File: src/rtl/svc_wdog_pkg.sv
package svc_wdog_pkg;
  localparam int REG_W     = 16;
  localparam int FIELD_W   = 8;
  localparam int FIELD_LSB = 8;
  localparam int EN_BIT    = 2;
  localparam int ADDR_W    = 3;

  localparam logic [ADDR_W-1:0] ADDR_CTRL = 3'h0;
  localparam logic [ADDR_W-1:0] ADDR_SVC  = 3'h2;
  localparam logic [ADDR_W-1:0] ADDR_STAT = 3'h4;

  localparam logic [REG_W-1:0] KEY_FIRST  = 16'h5555;
  localparam logic [REG_W-1:0] KEY_SECOND = 16'hAAAA;

  typedef enum logic {KS_IDLE, KS_ARMED} key_state_e;
endpackage

File: src/rtl/svc_wdog_prescaler.sv
module svc_wdog_prescaler #(
  parameter int TICK_DIV = 25_000_000
) (
  input  logic clk,
  input  logic rst_n,
  input  logic run,
  input  logic clear,
  output logic tick
);
  localparam int PW = (TICK_DIV > 1) ? $clog2(TICK_DIV) : 1;
  localparam logic [PW-1:0] LAST = PW'(TICK_DIV - 1);

  logic [PW-1:0] cnt_q, cnt_d;
  logic          at_last;

  always_comb begin
    at_last = (cnt_q == LAST);
    cnt_d   = cnt_q;
    if (clear)
      cnt_d = '0;
    else if (run)
      cnt_d = at_last ? '0 : cnt_q + 1'b1;
    tick = run && !clear && at_last;
  end

  always_ff @(posedge clk or negedge rst_n) begin
    if (!rst_n) cnt_q <= '0;
    else        cnt_q <= cnt_d;
  end
endmodule

File: src/rtl/svc_wdog_keyseq.sv
module svc_wdog_keyseq
  import svc_wdog_pkg::*;
(
  input  logic             clk,
  input  logic             rst_n,
  input  logic             svc_wr,
  input  logic [REG_W-1:0] svc_data,
  output logic             svc_ok
);
  key_state_e state_q, state_d;

  always_comb begin
    state_d = state_q;
    svc_ok  = 1'b0;
    if (svc_wr) begin
      unique case (state_q)
        KS_IDLE:  state_d = (svc_data == KEY_FIRST) ? KS_ARMED : KS_IDLE;
        KS_ARMED: begin
          svc_ok  = (svc_data == KEY_SECOND);
          state_d = KS_IDLE;
        end
        default:  state_d = KS_IDLE;
      endcase
    end
  end

  always_ff @(posedge clk or negedge rst_n) begin
    if (!rst_n) state_q <= KS_IDLE;
    else        state_q <= state_d;
  end
endmodule

File: src/rtl/svc_wdog_countdown.sv
module svc_wdog_countdown
  import svc_wdog_pkg::*;
(
  input  logic               clk,
  input  logic               rst_n,
  input  logic               run,
  input  logic               tick,
  input  logic               reload,
  input  logic [FIELD_W-1:0] load_field,
  output logic               expire
);
  localparam int CNT_W = FIELD_W + 1;

  logic [CNT_W-1:0] cnt_q, cnt_d, load_val;
  logic             last_tick;

  always_comb begin
    load_val  = {1'b0, load_field} + 1'b1;
    last_tick = (cnt_q == CNT_W'(1));
    expire    = run && tick && !reload && last_tick;
    cnt_d     = cnt_q;
    if (reload)
      cnt_d = load_val;
    else if (run && tick)
      cnt_d = last_tick ? load_val : cnt_q - 1'b1;
  end

  always_ff @(posedge clk or negedge rst_n) begin
    if (!rst_n) cnt_q <= '0;
    else        cnt_q <= cnt_d;
  end
endmodule

File: src/rtl/svc_wdog_pulse.sv
module svc_wdog_pulse #(
  parameter int RST_PULSE = 16
) (
  input  logic clk,
  input  logic rst_n,
  input  logic fire,
  output logic active
);
  localparam int LW = $clog2(RST_PULSE + 1);

  logic [LW-1:0] len_q, len_d;

  always_comb begin
    len_d = len_q;
    if (fire)
      len_d = LW'(RST_PULSE);
    else if (len_q != '0)
      len_d = len_q - 1'b1;
  end

  always_ff @(posedge clk or negedge rst_n) begin
    if (!rst_n) len_q <= '0;
    else        len_q <= len_d;
  end

  assign active = (len_q != '0);
endmodule

File: src/rtl/svc_watchdog.sv
module svc_watchdog
  import svc_wdog_pkg::*;
#(
  parameter int TICK_DIV  = 25_000_000,
  parameter int RST_PULSE = 16
) (
  input  logic              clk,
  input  logic              rst_n,
  input  logic              bus_valid,
  input  logic              bus_write,
  input  logic [ADDR_W-1:0] bus_addr,
  input  logic [REG_W-1:0]  bus_wdata,
  output logic [REG_W-1:0]  rd_data,
  output logic              sys_rst_out
);
  // reset synchroniser: asserts at once, releases on the clock
  logic [1:0] rst_sync_q;
  logic       core_rst_n;

  always_ff @(posedge clk or negedge rst_n) begin
    if (!rst_n) rst_sync_q <= 2'b00;
    else        rst_sync_q <= {rst_sync_q[0], 1'b1};
  end
  assign core_rst_n = rst_sync_q[1];

  // register state
  logic [FIELD_W-1:0] ctrl_to_q, ctrl_to_d;
  logic               ctrl_en_q, ctrl_en_d;
  logic               flag_q, flag_d;
  logic [REG_W-1:0]   rdata_q, rdata_d;

  logic wr_ctrl, wr_svc, rd_any, en_rise;
  logic svc_ok, reload, tick, expire;
  logic [FIELD_W-1:0] load_field;
  logic [REG_W-1:0]   ctrl_word, stat_word;

  // names seen by the bound checker
  logic ctrl_en, status_flag;
  assign ctrl_en     = ctrl_en_q;
  assign status_flag = flag_q;

  always_comb begin
    wr_ctrl = bus_valid && bus_write && (bus_addr == ADDR_CTRL);
    wr_svc  = bus_valid && bus_write && (bus_addr == ADDR_SVC);
    rd_any  = bus_valid && !bus_write;
    en_rise = wr_ctrl && bus_wdata[EN_BIT] && !ctrl_en_q;

    load_field = wr_ctrl ? bus_wdata[FIELD_LSB +: FIELD_W] : ctrl_to_q;
    reload     = en_rise || (svc_ok && ctrl_en_q);

    ctrl_to_d = wr_ctrl ? bus_wdata[FIELD_LSB +: FIELD_W] : ctrl_to_q;
    ctrl_en_d = ctrl_en_q || en_rise;
    flag_d    = flag_q || expire;

    ctrl_word = '0;
    ctrl_word[FIELD_LSB +: FIELD_W] = ctrl_to_q;
    ctrl_word[EN_BIT]               = ctrl_en_q;
    stat_word    = '0;
    stat_word[0] = flag_q;

    rdata_d = rdata_q;
    if (rd_any) begin
      unique case (bus_addr)
        ADDR_CTRL: rdata_d = ctrl_word;
        ADDR_STAT: rdata_d = stat_word;
        default:   rdata_d = '0;
      endcase
    end
  end

  always_ff @(posedge clk or negedge core_rst_n) begin
    if (!core_rst_n) begin
      ctrl_to_q <= '0;
      ctrl_en_q <= 1'b0;
      flag_q    <= 1'b0;
      rdata_q   <= '0;
    end else begin
      ctrl_to_q <= ctrl_to_d;
      ctrl_en_q <= ctrl_en_d;
      flag_q    <= flag_d;
      rdata_q   <= rdata_d;
    end
  end

  svc_wdog_prescaler #(.TICK_DIV(TICK_DIV)) presc_i (
    .clk(clk), .rst_n(core_rst_n), .run(ctrl_en_q), .clear(reload), .tick(tick)
  );

  svc_wdog_keyseq keyseq_i (
    .clk(clk), .rst_n(core_rst_n), .svc_wr(wr_svc), .svc_data(bus_wdata), .svc_ok(svc_ok)
  );

  svc_wdog_countdown count_i (
    .clk(clk), .rst_n(core_rst_n), .run(ctrl_en_q), .tick(tick),
    .reload(reload), .load_field(load_field), .expire(expire)
  );

  svc_wdog_pulse #(.RST_PULSE(RST_PULSE)) pulse_i (
    .clk(clk), .rst_n(core_rst_n), .fire(expire), .active(sys_rst_out)
  );

  assign rd_data = rdata_q;
endmodule

File: config.mk
export PLATFORM = sky130hd
export DESIGN_NAME = svc_watchdog
export DESIGN_NICKNAME = d
export VERILOG_FILES = /design/src/rtl/svc_wdog_pkg.sv /design/src/rtl/svc_wdog_prescaler.sv /design/src/rtl/svc_wdog_keyseq.sv /design/src/rtl/svc_wdog_countdown.sv /design/src/rtl/svc_wdog_pulse.sv /design/src/rtl/svc_watchdog.sv
export SDC_FILE = /design/constraint.sdc
export NUM_CORES = 1
export LEC_CHECK = 0
export BUFFER_PORTS_ARGS = -buffer_cell sky130_fd_sc_hd__buf_4
export CAP_MARGIN = 20
export CORE_ASPECT_RATIO = 0.5
export CORE_MARGIN = 4
export CORE_UTILIZATION = 58
export CTS_CLUSTER_SIZE = 20
export DETAILED_ROUTE_END_ITERATION = 8
export HOLD_SLACK_MARGIN = 0.1
export PLACE_DENSITY = 0.76
export SYNTH_ARGS = -nofsm -noshare
export SYNTH_HDL_FRONTEND = slang
export SYNTH_SLANG_ARGS = --single-unit
File: constraint.sdc
create_clock -name clk -period 2.25 [get_ports clk]
set_clock_uncertainty 0.15 [all_clocks]
set_input_delay 0.45 -clock clk [delete_from_list [all_inputs] [get_ports clk]]
set_output_delay 0.45 -clock clk [all_outputs]
set_load 0.02 [all_outputs]
==> parameters.txt <==
Parameter                              Value

Status
  Result of the run ... finished, violations left
  Violations in the final reports ... negative setup slack

Drt
  Wirelength per Cell ... ~17 µm
  Initial DRT Pass Iterations ... 4
  Number of DRC markers in iteration 0 ... approximately 220
  Detailed-route via count ... between 3000 and 4000
  Vias per cell ... 5.98
  Post-route DRC violation count ... 0
  Final wirelength ... 8.86 mm
  Remaining antenna violation count after routing ... 0

Layout
  Nets ... 473
  Antenna diode count ... 0
  Area of combinational cells with multiple inputs ... between 0.0015 and 0.002 mm²
  Filler cells ... roughly 330
  Layout cells sized above 1 ... 0.308
  Leading cell types in the layout, fill and taps excluded ... sky130_fd_sc_hd__buf_4, sky130_fd_sc_hd__dfrtp_1, sky130_fd_sc_hd__nor2_1
  Sequential cell area ... 0.00155 mm²
  Leading cell type in the layout, fill and taps excluded ... sky130_fd_sc_hd__buf_4
  Layout Area Growth over Synthesis ... 33.5%

Hold path
  HP Class ... reg2reg
  Cell depth of the worst min-delay path ... 0
  Hold_sp ... rst_sync_q[0]
  End point of the most critical hold path ... rst_sync_q[1]

Setup path
  Arrival time at the worst endpoint ... around 2600 ps
  Critical path, cell by cell ... or4b_1 > or4_4 > nor4_4 > buf_4 > o21a_4 > o21ai_1 > a22o_1
  Crit path max-delay family ... simple AND/OR/NAND/NOR gates
  Buffers & Inverters on Critical Path ... 1
  Critical register-to-register path endpoint ... count_i.cnt_q[3]
  Crit path largest cell delay ... 510 ps
  Worst reg-to-reg setup slack ... -310 ps
  Type of the worst setup path ... reg2reg
  Worst flop-to-flop path startpoint ... presc_i.cnt_q[9]
  Critical path's slowest cell ... sky130_fd_sc_hd__or4b_1
  Startpoint types ... register
  Req. time, crit path ... approximately 2300 ps
  Critical path capture point type ... register
  Largest driver fanout on the critical path ... 5
  Register-to-Register Path Depth ... 7

Synth
  Share of flip-flops with an asynchronous set or reset ... 1.00
  Post-synthesis cell type count ... 53
  Most instantiated flip-flop cell in the synthesis netlist ... sky130_fd_sc_hd__dfrtp_1
  Post-synthesis cell area ... 0.00341 mm²
  Post-synthesis sequential area ratio ... 0.455
  Gate count after technology mapping ... between 300 and 400
  Total of warnings raised by yosys ... 0
  EDFF count, synth ... 0
  Synth Register Bits ... 62
  Mean area per synthesized cell ... ~9.5 µm²

CTS
  Bufs on Longest Clock Path ... 2
  Clock Tree Root ... sky130_fd_sc_hd__clkbuf_16
  Sink count of the clock tree ... 62
  Clock tree from TritonCTS ... yes
  Depth of the CTS H-tree ... 3
  Number of buffers created by CTS ... 9
  Clock Pin Slew Worst Setup and Hold Paths ... approximately 50 ps
  Clock latency reported for the late side of the worst-skew pair ... between 300 and 400 ps

Timing
  Post-route setup slack ... -312 ps
  Final Hold Violating Endpoints ... 0
  Number of setup violations in the final report ... 40
  Minimum period implied by the final worst setup slack ... 2560 ps
  Peak Freq ... around 400 MHz
  TNS Setup ... -7890 ps
  Slew margin rel. ... 0.490
  Final critical-path share of the clock period ... 1.14
  Slew Limit Fails ... 0
  Actual transition at the worst max-transition pin ... 765 ps
  RSZ-0062 raised after global routing ... yes

Die
  Number of primary I/O pins ... 40
  Die ar. ... about 0.0073 mm²
  Initial Util ... 0.611
  Horiz. Die Dim ... ~120 µm
  Number of core rows ... 19
  Total core area ... 0.00559 mm²
  Chip height ... around 62 µm

Pwr
  Ratio of total power to cell area ... between 800 and 900 mW/mm²
  Total power ... ~0.0036 W
  LEAKAGE ... between 2 and 2.5 nW
  Max rail drop VDD ... 0.795 mV

Global route
  Wire length of the first global-routing pass ... ~14 mm
  Pin count of the biggest net entering global routing ... just over 60
  Global route total overflow ... 0
  Vias in the first global route ... 3124
  Number of antenna violations at the first check in global routing ... 0
  Total GRT Usage ... 0.253

Placement
  Last weighted congestion value of the routability-driven placer ... around 0.94
  Count of port buffers added during placement ... 33
  HPWL reported at the end of detailed placement ... 5.83 mm

Run
  Max cap viols ... 0
sequential cells by signal (all words and copies together), names as in the netlist:
| signal | cells |
|---|---|
| count_i.cnt_q | 9 |
| ctrl_en | 1 |
| ctrl_to_q | 8 |
| flag_q | 1 |
| keyseq_i.state_q | 1 |
| presc_i.cnt_q | 25 |
| pulse_i.len_q | 5 |
| rd_data | 10 |
| rst_sync_q | 2 |
logic make-up after synthesis:
logic type | Yosys count | synth area share
buffers and inverters | 28 | 0.0381
AOI/OAI and AO/OA | 47 | 0.0960
DFF | 62 | 0.455
muxes | 16 | 0.0499
adders and majority gates | 6 | 0.0220
other | 2 | 0.00220
and+or+nand+nor | 171 | 0.268
xor gates and xnor gates | 27 | 0.0693
per-stage QoR:
step | instance area [µm²] | setup slack (ps) | utilization | hold slack [ps] | std cells
after floorplan | 3500 | -222 | - | 4.41 | 364
after global placement | 4040 | -197 | 0.723 | 81.7 | 495
after detailed placement | 4040 | -267 | 0.723 | 83.9 | 495
after CTS | 4470 | -254 | 0.800 | 208 | 516
after global routing | 4560 | -365 | 0.815 | 228 | 521
final | 4560 | -312 | 0.815 | 206 | 521
worst max path at each step:
stage	from	to	slack, ps	cells after the start
after floorplan	presc_i.cnt_q[10]	count_i.cnt_q[5]	-220	6
final	presc_i.cnt_q[9]	count_i.cnt_q[3]	-310	7
after global routing	presc_i.cnt_q[10]	count_i.cnt_q[3]	-370	7
after global placement	presc_i.cnt_q[10]	pulse_i.len_q[2]	-200	6
after detailed placement	bus_wdata[6]	count_i.cnt_q[3]	-270	8
after CTS	presc_i.cnt_q[9]	pulse_i.len_q[4]	-250	6
repair_timing:
action / 4_1_cts / 5_1_grt
hold buffers: 1 / 0
pin swaps: 8 / 8
buffers inserted: 3 / 8
setup endpoints to repair: 39 / 41
resized for setup: 20 / 17
gates cloned: 2 / 0
endpoints found under the hold margin: 2 / 0
Yosys cell counts (2+ instances only):
library cell / number / area share
sky130_fd_sc_hd__a21o_1: 2 / 0.0044
sky130_fd_sc_hd__a21oi_1: 10 / 0.015
sky130_fd_sc_hd__a22o_1: 11 / 0.028
sky130_fd_sc_hd__a31oi_1: 5 / 0.0092
sky130_fd_sc_hd__and3_1: 6 / 0.011
sky130_fd_sc_hd__and3b_1: 2 / 0.0051
sky130_fd_sc_hd__buf_2: 2 / 0.0029
sky130_fd_sc_hd__buf_4: 6 / 0.013
sky130_fd_sc_hd__clkbuf_1: 7 / 0.0077
sky130_fd_sc_hd__conb_1: 2 / 0.0022
sky130_fd_sc_hd__dfrtp_1: 62 / 0.45
sky130_fd_sc_hd__ha_1: 6 / 0.022
sky130_fd_sc_hd__inv_1: 11 / 0.012
sky130_fd_sc_hd__mux2_2: 8 / 0.026
sky130_fd_sc_hd__mux2i_1: 8 / 0.023
sky130_fd_sc_hd__nand2_1: 30 / 0.033
sky130_fd_sc_hd__nand2b_1: 5 / 0.0092
sky130_fd_sc_hd__nand3_1: 25 / 0.037
sky130_fd_sc_hd__nand3b_1: 3 / 0.0066
sky130_fd_sc_hd__nand4_1: 13 / 0.024
sky130_fd_sc_hd__nor2_1: 40 / 0.044
sky130_fd_sc_hd__nor2b_1: 3 / 0.0055
sky130_fd_sc_hd__nor3_1: 14 / 0.021
sky130_fd_sc_hd__nor3b_1: 2 / 0.0044
sky130_fd_sc_hd__nor4_1: 5 / 0.0092
sky130_fd_sc_hd__nor4b_1: 4 / 0.010
sky130_fd_sc_hd__nor4bb_1: 3 / 0.0088
sky130_fd_sc_hd__o21ai_0: 7 / 0.010
sky130_fd_sc_hd__o31ai_1: 2 / 0.0044
sky130_fd_sc_hd__or2_2: 5 / 0.0092
sky130_fd_sc_hd__or4_1: 3 / 0.0066
sky130_fd_sc_hd__xnor2_1: 11 / 0.028
sky130_fd_sc_hd__xor2_1: 16 / 0.041
final cells by class:
| class | count | share of cell area |
|---|---|---|
| Clock buffer | 13 | 0.0527 |
| Clock inverter | 2 | 0.00769 |
| Inverter | 12 | 0.00989 |
| Multi-Input combinational cell | 275 | 0.417 |
| Sequential cell | 62 | 0.341 |
| Tap cell | 73 | 0.0200 |
| Timing Repair Buffer | 84 | 0.152 |
per-layer routing:
metal	vias to the layer above	track usage	part of all wire
met2	124	0.407	0.49
met1	1520	0.320	0.43
li1	1452	-	-
met3	21	0.0737	0.068
met4	0	0.101	0.017
met5	-	0	0
power breakdown:
group	switching (W)	total, W	internal (W)	leakage [nW]
clock	0.000451	0.00130	0.000848	0.134
sequential	0.000186	0.00146	0.00127	0.820
combinational	0.000455	0.000894	0.000439	1.18
Note: power is estimated with default switching activity, not from simulation.
